## src/rtl/spi_chain_pkg.sv

```systemverilog
package spi_chain_pkg;

    localparam int ADDR_W = 4;
    localparam int DATA_W = 12;
    localparam int PKT_W  = ADDR_W + DATA_W;
    localparam int CNT_W  = $clog2(PKT_W);

    typedef struct packed {
        logic [ADDR_W-1:0] addr;
        logic [DATA_W-1:0] data;
    } pkt_t;

    typedef struct packed {
        logic rise;
        logic fall;
    } edges_t;

    function automatic pkt_t to_pkt(input logic [PKT_W-1:0] raw);
        return pkt_t'(raw);
    endfunction

    // a frame is whole when at least one bit arrived and the count wrapped to zero
    function automatic logic frame_whole(input logic [CNT_W-1:0] cnt, input logic any);
        return any && (cnt == '0);
    endfunction

endpackage

```

## src/rtl/spi_chain_sync.sv

```systemverilog
module spi_chain_sync #(
    parameter int          W      = 3,
    parameter int          STAGES = 2,
    parameter logic [W-1:0] INIT  = '0
) (
    input  logic         clk,
    input  logic         rst,
    input  logic [W-1:0] d,
    output logic [W-1:0] q
);

    logic [STAGES-1:0][W-1:0] stg;

    generate
        for (genvar s = 0; s < STAGES; s++) begin : g_stage
            if (s == 0) begin : g_first
                always_ff @(posedge clk) begin
                    if (rst) stg[s] <= INIT;
                    else     stg[s] <= d;
                end
            end else begin : g_next
                always_ff @(posedge clk) begin
                    if (rst) stg[s] <= INIT;
                    else     stg[s] <= stg[s-1];
                end
            end
        end
    endgenerate

    assign q = stg[STAGES-1];

endmodule

```

## src/rtl/spi_chain_edge.sv

```systemverilog
module spi_chain_edge
    import spi_chain_pkg::*;
(
    input  logic   clk,
    input  logic   rst,
    input  logic   sck_s,
    input  logic   sel_n_s,
    output edges_t sck_ev,
    output edges_t sel_ev
);

    logic sck_d;
    logic sel_d;

    always_ff @(posedge clk) begin
        if (rst) begin
            sck_d <= 1'b0;
            sel_d <= 1'b1;
        end else begin
            sck_d <= sck_s;
            sel_d <= sel_n_s;
        end
    end

    always_comb begin
        sck_ev.rise = sck_s & ~sck_d;
        sck_ev.fall = ~sck_s & sck_d;
        sel_ev.rise = sel_n_s & ~sel_d;
        sel_ev.fall = ~sel_n_s & sel_d;
    end

endmodule

```

## src/rtl/spi_chain_shift.sv

```systemverilog
module spi_chain_shift
    import spi_chain_pkg::*;
(
    input  logic clk,
    input  logic rst,
    input  logic frame_start,
    input  logic shift_en,
    input  logic out_en,
    input  logic sdi_s,
    output logic sdo,
    output pkt_t pkt,
    output logic whole
);

    logic [PKT_W-1:0] sreg;
    logic [CNT_W-1:0] bit_cnt;
    logic             any_bit;

    always_ff @(posedge clk) begin
        if (rst) begin
            sreg    <= '0;
            bit_cnt <= '0;
            any_bit <= 1'b0;
            sdo     <= 1'b0;
        end else begin
            if (frame_start) begin
                bit_cnt <= '0;
                any_bit <= 1'b0;
            end else if (shift_en) begin
                sreg    <= {sreg[PKT_W-2:0], sdi_s};
                any_bit <= 1'b1;
                bit_cnt <= (bit_cnt == CNT_W'(PKT_W-1)) ? '0 : bit_cnt + 1'b1;
            end
            if (out_en) sdo <= sreg[PKT_W-1];
        end
    end

    assign pkt   = to_pkt(sreg);
    assign whole = frame_whole(bit_cnt, any_bit);


    sdo_edge_chk: assert property (@(posedge clk) disable iff (rst)
        !$stable(sdo) |-> $past(out_en));


    cnt_restart_chk: assert property (@(posedge clk) disable iff (rst)
        frame_start |=> (bit_cnt == '0 && !any_bit));

endmodule

```

## src/rtl/spi_chain_node.sv

```systemverilog
module spi_chain_node
    import spi_chain_pkg::*;
#(
    parameter logic [ADDR_W-1:0] NODE_ADDR   = 4'h5,
    parameter int                SYNC_STAGES = 2
) (
    input  logic              clk,
    input  logic              rst,
    input  logic              sck,
    input  logic              sdi,
    input  logic              sel_n,
    output logic              sdo,
    output logic [DATA_W-1:0] reg_q,
    output logic              upd_stb
);

    logic   sck_s, sdi_s, sel_n_s;
    edges_t sck_ev, sel_ev;
    pkt_t   held;
    logic   whole;
    logic   hit;

    spi_chain_sync #(.W(3), .STAGES(SYNC_STAGES), .INIT(3'b001)) u_sync (
        .clk (clk),
        .rst (rst),
        .d   ({sck, sdi, sel_n}),
        .q   ({sck_s, sdi_s, sel_n_s})
    );

    spi_chain_edge u_edge (
        .clk     (clk),
        .rst     (rst),
        .sck_s   (sck_s),
        .sel_n_s (sel_n_s),
        .sck_ev  (sck_ev),
        .sel_ev  (sel_ev)
    );

    spi_chain_shift u_shift (
        .clk         (clk),
        .rst         (rst),
        .frame_start (sel_ev.fall),
        .shift_en    (sck_ev.rise & ~sel_n_s),
        .out_en      (sck_ev.fall & ~sel_n_s),
        .sdi_s       (sdi_s),
        .sdo         (sdo),
        .pkt         (held),
        .whole       (whole)
    );

    assign hit = sel_ev.rise && whole && (held.addr == NODE_ADDR);

    always_ff @(posedge clk) begin
        if (rst) begin
            reg_q   <= '0;
            upd_stb <= 1'b0;
        end else begin
            upd_stb <= hit;
            if (hit) reg_q <= held.data;
        end
    end


    stb_width_chk: assert property (@(posedge clk) disable iff (rst)
        upd_stb |=> !upd_stb);


    reg_guard_chk: assert property (@(posedge clk) disable iff (rst)
        !$stable(reg_q) |-> upd_stb);


    stb_after_sel_chk: assert property (@(posedge clk) disable iff (rst)
        upd_stb |-> $past(sel_ev.rise));

endmodule

```

## config.mk

```make
export PLATFORM = sky130hd
export DESIGN_NAME = spi_chain_node
export DESIGN_NICKNAME = d
export VERILOG_FILES = /design/src/rtl/spi_chain_pkg.sv /design/src/rtl/spi_chain_sync.sv /design/src/rtl/spi_chain_edge.sv /design/src/rtl/spi_chain_shift.sv /design/src/rtl/spi_chain_node.sv
export SDC_FILE = /design/constraint.sdc
export NUM_CORES = 1
export LEC_CHECK = 0
export ABC_AREA = 1
export ABC_CLOCK_PERIOD_IN_PS = 3200
export CAP_MARGIN = 20
export CELL_PAD_IN_SITES_DETAIL_PLACEMENT = 1
export CELL_PAD_IN_SITES_GLOBAL_PLACEMENT = 1
export CORE_MARGIN = 2
export CORE_UTILIZATION = 30
export DETAILED_ROUTE_END_ITERATION = 8
export PLACE_DENSITY = 0.64
export SYNTH_ARGS = -nofsm -noshare
export SYNTH_HDL_FRONTEND = slang
export SYNTH_SLANG_ARGS = --single-unit
```

## constraint.sdc

```tcl
create_clock -name clk -period 3.2 [get_ports clk]
set_clock_uncertainty 0.05 [all_clocks]
set_input_delay 0.32 -clock clk [delete_from_list [all_inputs] [get_ports clk]]
set_output_delay 0.32 -clock clk [all_outputs]
set_load 0.01 [all_outputs]
```

==> results.md, run 1 <==
- Outcome: complete, no violations
- Hold wc startpoint: u_sync.stg[2]
- Starting Density: 0.3072
- Clock power share: 0.372
- Core ar.: 5886 sq um
- Fin area: 2086 sq um
- Yosys warns: 0
- DP HPWL: about 2.6 mm
- DRT Wirelength: 3.788 mm
- Rows: 28
- Endpoints failing hold: 0
- Simple-gate share of the synthesized area: 0.3100
- Worst R2R Path Depth: 7
- Post-Layout Cell Count: about 320
- TritonCTS Buffers: 5
- Area of placed instances: roughly 2000 sq um
- Multi-input combinational cell area: 744.5 sq um
- P_sw: about 0.21 mW
- Die width: 81.63 microns
- Clock transition at path regs: 0.08 ns
- CP Capture Type: flip-flop
- Seq/Total Area, Yosys: 0.4761
- Drt first-iter violations: 50
- GRT met3 Usage: 0.03297
- Vias per Instance: 4.594
- Adder-Cell Fraction of Synth Area: 0.01384
- Int Power: a little over 0.7 mW
- Vias in the first global route: 1463
- Largest net degree at the start of global routing: 25
- Die Height: roughly 80 microns
- R2r startpoint: u_edge.sel_d
- Seq. cell area: 860.8 sq um
- Mux contribution to synthesized area: 0
- Synth Area in Compound Gates: 0.08304
- Antenna violations before repair: 0
- Final Power: 0.9115 mW
- Worst slew pin tran: 0.8079 ns
- GRT Util Overall: 0.1262
- WHS Endpoint: u_sync.q[2]
- Fin. max-slew vios: 0
- Post-cts sizing count: 0
- Fin nets: between 200 and 250
- TritonRoute pass-1 iters: 4
- Met2 usage: 0.2156
- RSZ-0062 raised after global routing: false
- Syn Nets: ~240
- Syn avg cell area: 7.930 sq um
- Startpoint Class: flip-flop
- Fmax: just under 0.6 GHz
- Max stage delay on crit path: about 0.31 ns
- #FFs+latches synth: 43
- Post-synthesis xor/xnor area fraction: 0.004844
- CP max FO: 19
- CP max stage cell: dfxtp_1
- Mapped Cells: 228
- Setup TNS: 0 ns
- DR DRC count: 0
- Combinational share of power: 0.033
- Pwr per Cell Area: ~440 nW/um^2
- CTS tree: yes
- Via Count: 1461
- Wire per inst: between 10 and 15 microns
- Max-Cap Viols: 0
- Netlist Area Pre-Place: ~1800 sq um
- Min-delay worst type: flip-flop to flip-flop
- Switching share of power: 0.2281
- Setup repair bufs after CTS: 0
- Peak supply drop: 180.3 uV
- Max-slew headroom at the worst pin: 0.4594
- Final-layout fill cell count: 729
- PortBufs: 18
- Final worst path period share: 0.5324
- Global-route wire length before repair: 6.541 mm
- M1 GR Usage: 0.1546
- Hold Slack: ~0.36 ns
- Final min period: 1.704 ns
- Largest family of logic cells by synthesized area: simple AND/OR/NAND/NOR gates
- Post-synth top area cell: dfxtp_1
- Seq pwr share: 0.594
- Clk_lat worst skew: approximately 0.29 ns
- Most Used Layer, Global Route: met2
- Number of diodes: 0
- Die area: 6663 sq um
- Gpl congestion: between 0.7 and 0.8
- CP top delay family: simple AND/OR/NAND/NOR gates
- Worst Path Arrival: about 1.9 ns
- Critical-path cell list: clkinv_2, nand2_1, nor2_4, inv_2, nor2_4, nor2_1, nor2_1
- Critical path buffers and inverters: 2
- Synth cell types: 27
- P_leak: approximately 0.69 nW
- Grt ovf: 0
- Cells on Worst Hold Path: 2
- Ports: 19
- Share of layout cells above drive strength 1: 0.1358
- Detail Route Antenna Nets: 0
- Post-cts hold buffer count: 0
- Flop2flop setup slack: between 1 and 1.5 ns
- Syn-to-layout area delta: 15.36%
- CTS root buffer: clkbuf_8
- Worst path required time: about 3.4 ns
- Setup violation total in the final timing report: 0
- H-tree levels: 2
- WS Path Type: flip-flop to flip-flop
- CTS Buffer Depth: 2
- CTS Sinks: 43
- Reg-to-Reg End: reg_q[5]
- Largest cells by area after synthesis: dfxtp_1 48%, nor2_1 8.1%, nand2_1 7.5%, inv_1 5.8%, nand3_2 4.4%
- Inst Count DP: a little over 300
- Yosys top cell area share: 0.4761
==> worst max path at each step <==
| stage | end | start | cells past startpoint | slack, ns |
|---|---|---|---|---|
| after detailed placement | u_shift.bit_cnt[0] | rst | 5 | 1.25 |
| after floorplan | reg_q[10] | u_shift.bit_cnt[0] | 8 | 1.94 |
| after global routing | reg_q[10] | u_edge.sel_d | 7 | 1.34 |
| after CTS | reg_q[5] | u_edge.sel_d | 7 | 1.48 |
| after global placement | u_shift.bit_cnt[0] | rst | 5 | 1.28 |
| final | reg_q[5] | u_edge.sel_d | 7 | 1.50 |
==> Yosys cell counts <==
| cell type | instances |
|---|---|
| a211oi_1 | 1 |
| a21oi_1 | 10 |
| a21oi_2 | 8 |
| buf_1 | 1 |
| buf_12 | 1 |
| buf_2 | 4 |
| buf_4 | 1 |
| buf_6 | 2 |
| clkbuf_1 | 3 |
| clkinv_2 | 1 |
| dfxtp_1 | 43 |
| ha_1 | 2 |
| inv_1 | 28 |
| inv_2 | 2 |
| nand2_1 | 36 |
| nand2_2 | 2 |
| nand3_1 | 13 |
| nand3_2 | 8 |
| nand4_1 | 12 |
| nor2_1 | 39 |
| nor2_2 | 1 |
| nor2_4 | 2 |
| nor3_1 | 1 |
| o21ai_0 | 3 |
| o21bai_1 | 1 |
| or2_2 | 2 |
| xor2_1 | 1 |
==> through the flow <==
step	utilization	setup slack, ns
after floorplan	-	1.942
after global placement	0.3406	1.280
after detailed placement	0.3406	1.247
after CTS	0.3544	1.483
after global routing	0.3544	1.339
final	0.3544	1.496
==> power groups by stage <==
stage	logic (mW)	registers, mW	clock network [mW]
after detailed placement	0.0315	0.554	0
after floorplan	0.0214	0.554	0
final	0.0304	0.542	0.339
after CTS	0.0314	0.542	0.351
after global routing	0.0349	0.542	0.372
after global placement	0.0308	0.554	0
==> registers in the layout, summed over array words and instances (netlist names) <==
| register | cells |
|---|---|
| u_shift.bit_cnt | 4 |
| u_edge.sel_d | 1 |
| u_sync.q | 3 |
| upd_stb | 1 |
| u_shift.any_bit | 1 |
| reg_q | 12 |
| u_sync.stg | 3 |
| u_edge.sck_d | 1 |
| u_shift.sdo | 1 |
| u_shift.pkt | 16 |
==> cell usage in the layout (no fill, tap or decap), drive strengths merged <==
cell	instances
o21bai	1
nor2	42
ha	2
dfxtp	43
inv	30
a211oi	1
o21ai	3
a21oi	18
nand4	12
nand3	21
clkdlybuf4s50	18
clkinv	2
xor2	1
clkbuf	7
or2	2
nor3	1
buf	1
nand2	38
==> cell families after synthesis <==
logic type | count (synthesis)
AOI/OAI and AO/OA | 23
and+or+nand+nor | 116
xor gates and xnor gates | 1
adders and majority gates | 2
buffers and inverters | 43
DFF | 43
==> tightest hold or removal path, cell delays in order (launching register included) <==
cell	delay, ns
dfxtp_1	0.30
inv_1	0.04
nor2_1	0.03
==> metal layers <==
metal / part of all wire / wire length, microns
met2: 0.47 / 1776
met5: 0 / 0
met4: 0.014 / 53
met3: 0.026 / 97
met1: 0.49 / 1861
==> cell type report <==
cell class,count,area share
clock inverter,1,0.002400
sequential,43,0.4127
tap,75,0.04499
inverter,31,0.05639
multi-input combinational,142,0.3569
timing repair buffer,19,0.08998
clock buffer,7,0.03659
Note: power is estimated with default switching activity, not from simulation.
==> run 2: changes to the inputs <==
--- a/config.mk
+++ b/config.mk
@@ -6,7 +6,7 @@
 export NUM_CORES = 1
 export LEC_CHECK = 0
 export ABC_AREA = 1
-export ABC_CLOCK_PERIOD_IN_PS = 3200
+export ABC_CLOCK_PERIOD_IN_PS = 1600
 export CAP_MARGIN = 20
 export CELL_PAD_IN_SITES_DETAIL_PLACEMENT = 1
 export CELL_PAD_IN_SITES_GLOBAL_PLACEMENT = 1
==> constraint.sdc (replaced) <==
create_clock -name clk -period 1.6 [get_ports clk]
set_clock_uncertainty 0.05 [all_clocks]
set_input_delay 0.16 -clock clk [delete_from_list [all_inputs] [get_ports clk]]
set_output_delay 0.16 -clock clk [all_outputs]
set_load 0.01 [all_outputs]
==> results.md, run 2 (synthesized netlist as in run 1, its figures left out) <==
- Top cell by count, worst path: nand2_2
- Post-cts sizing count: 0 (unchanged)
- R2r startpoint: u_sync.q[0] (was u_edge.sel_d)
- Final worst path period share: 0.8804 (was 0.5324)
- Setup TNS: 0 ns (unchanged)
- Clk_lat worst skew: 0.30 ns (was 0.29 ns)
- Endpoints failing hold: 0 (unchanged)
- P_leak: 0.7413 nW (was 0.6917 nW)
- Fin nets: 255 (was 249)
- Starting Density: 0.3072 (unchanged)
- Vias per Instance: 4.580 (was 4.594)
- Commonest non-fill, non-tap cell in the layout: dfxtp_1 (unchanged)
- Global-route wire length before repair: 6.851 mm (was 6.541 mm)
- Via Count: 1484 (was 1461)
- Hold wc startpoint: sdi (was u_sync.stg[2])
- Cells on Worst Hold Path: 3 (was 2)
- Antenna violations before repair: 0 (unchanged)
- GRT Util Overall: 0.1354 (was 0.1262)
- Largest net degree at the start of global routing: 25 (unchanged)
- Worst slew pin tran: 0.4966 ns (was 0.8079 ns)
- CP max stage cell: dfxtp_1 (unchanged)
- Area of placed instances: 2049 sq um (was 2004 sq um)
- WS Path Type: flip-flop to flip-flop (unchanged)
- Int Power: 1.608 mW (was 0.7036 mW)
- RSZ-0062 raised after global routing: false (unchanged)
- DP HPWL: 2.709 mm (was 2.584 mm)
- Switching share of power: 0.2146 (was 0.2281)
- DRT Wirelength: 3.886 mm (was 3.788 mm)
- Max-slew headroom at the worst pin: 0.6655 (was 0.4594)
- P_sw: 0.4395 mW (was 0.2079 mW)
- CP Capture Type: flip-flop (unchanged)
- TritonCTS Buffers: 5 (unchanged)
- Pwr per Cell Area: 945.0 nW/um^2 (was 437.0 nW/um^2)
- CTS Sinks: 43 (unchanged)
- Vias in the first global route: 1464 (was 1463)
- Reg-to-Reg End: u_shift.pkt[2] (was reg_q[5])
- WHS Endpoint: u_sync.stg[1] (was u_sync.q[2])
- Number of diodes: 0 (unchanged)
- Wire per inst: 11.99 microns (was 11.91 microns)
- Max-Cap Viols: 0 (unchanged)
- Setup violation total in the final timing report: 0 (unchanged)
- Startpoint Class: flip-flop (unchanged)
- Seq pwr share: 0.529 (was 0.594)
- Core ar.: 5886 sq um (unchanged)
- DR DRC count: 0 (unchanged)
- Max stage delay on crit path: 0.35 ns (was 0.31 ns)
- Critical-path cell list: nor2_2, nand2_2, inv_2, nand2_2, nand2_1, a21oi_2 (was clkinv_2, nand2_1, nor2_4, inv_2, nor2_4, nor2_1, nor2_1)
- Gpl congestion: 0.7087 (was 0.7052)
- TritonRoute pass-1 iters: 4 (unchanged)
- Rows: 28 (unchanged)
- Detail Route Antenna Nets: 0 (unchanged)
- Worst Path Arrival: 1.54 ns (was 1.88 ns)
- Outcome: complete, no violations (unchanged)
- Final min period: 1.409 ns (was 1.704 ns)
- Fmax: 0.7099 GHz (was 0.5870 GHz)
- Post-cts hold buffer count: 0 (unchanged)
- Peak supply drop: 307.2 uV (was 180.3 uV)
- CTS tree: yes (unchanged)
- H-tree levels: 2 (unchanged)
- Ports: 19 (unchanged)
- Syn-to-layout area delta: 19.86% (was 15.36%)
- Fin area: 2167 sq um (was 2086 sq um)
- Largest register FFs: 16 (unchanged)
- Share of layout cells above drive strength 1: 0.1647 (was 0.1358)
- Grt ovf: 0 (unchanged)
- PortBufs: 18 (unchanged)
- Worst path required time: 1.73 ns (was 3.38 ns)
- Die area: 6663 sq um (unchanged)
- Die Height: 81.63 microns (unchanged)
- Drt first-iter violations: 83 (was 50)
- Min-delay worst type: input pin to flip-flop (was flip-flop to flip-flop)
- Fin. max-slew vios: 0 (unchanged)
- Commonest non-fill, non-tap cells in the layout: 43 x dfxtp_1, 39 x nor2_1, 36 x nand2_1 (unchanged)
- Worst R2R Path Depth: 6 (was 7)
- Combinational share of power: 0.032 (was 0.033)
- Die width: 81.63 microns (unchanged)
- Flop2flop setup slack: 0.19 ns (was 1.50 ns)
- CP max FO: 16 (was 19)
- Setup repair bufs after CTS: 0 (unchanged)
- CTS root buffer: clkbuf_8 (unchanged)
- Clock power share: 0.440 (was 0.372)
- CTS Buffer Depth: 2 (unchanged)
- Clock transition at path regs: 0.08 ns (about the same)
-- run 2: cell count changes in the layout (fill, tap and decap cells not counted) --
cell,before,now
clkbuf_1,2,0
buf_4,1,7
clkbuf_8,5,6
bufinv_16,0,1
-- run 2: stage by stage --
step	total power [mW]	util	instances	worst slack (ns)	hold slack, ns
6_report	2.048	0.3682	324	0.1913	0.3248
5_1_grt	2.121	0.3682	324	0.01177	0.3577
4_1_cts	2.068	0.3682	324	0.1491	0.3227
3_5_place_dp	1.175	0.3482	316	0.1658	0.3471
3_3_place_gp	1.174	0.3482	316	0.2018	0.3422
2_1_floorplan	1.150	-	228	0.3422	0.2138
-- run 2: how the worst max path moves through the flow --
stage,slack [ns],end,start
after detailed placement,0.17,u_shift.pkt[2],u_sync.q[0]
after global routing,0.01,u_shift.pkt[0],u_sync.q[0]
after floorplan,0.34,reg_q[10],u_shift.bit_cnt[0]
after CTS,0.15,u_shift.pkt[2],u_sync.q[0]
final,0.19,u_shift.pkt[2],u_sync.q[0]
after global placement,0.20,u_shift.bit_cnt[0],rst
-- run 2: layout make-up --
| type | instances | area [sq um] |
|---|---|---|
| clock buffer | 6 | 82.58 |
| multi-input combinational | 142 | 744.5 |
| clock inverter | 2 | 35.03 |
| sequential | 43 | 860.8 |
| tap | 75 | 93.84 |
| fill | 727 | 3719 |
| timing repair buffer | 25 | 232.7 |
| inverter | 31 | 117.6 |
-- run 2: power by group through the flow --
stage	clock, mW	sequential (mW)	combinational, mW
floorplan	0	1.11	0.0427
global placement	0	1.11	0.0657
detailed placement	0	1.11	0.0663
CTS	0.918	1.08	0.0664
global route	0.963	1.08	0.0735
finish	0.900	1.08	0.0649
-- run 2: critical path: cells and delay by family (launching register included) --
kind	cells	cell delay, ns
AOI/OAI and AO/OA	1	0.06
buffers and inverters	1	0.19
DFF	1	0.35
and+or+nand+nor	4	0.65
-- run 2: layer usage --
layer / share of wire / track usage
met1: 0.46 / 0.1609
met5: 0 / 0
met3: 0.032 / 0.03297
met4: 0.017 / 0.05500
met2: 0.49 / 0.2336
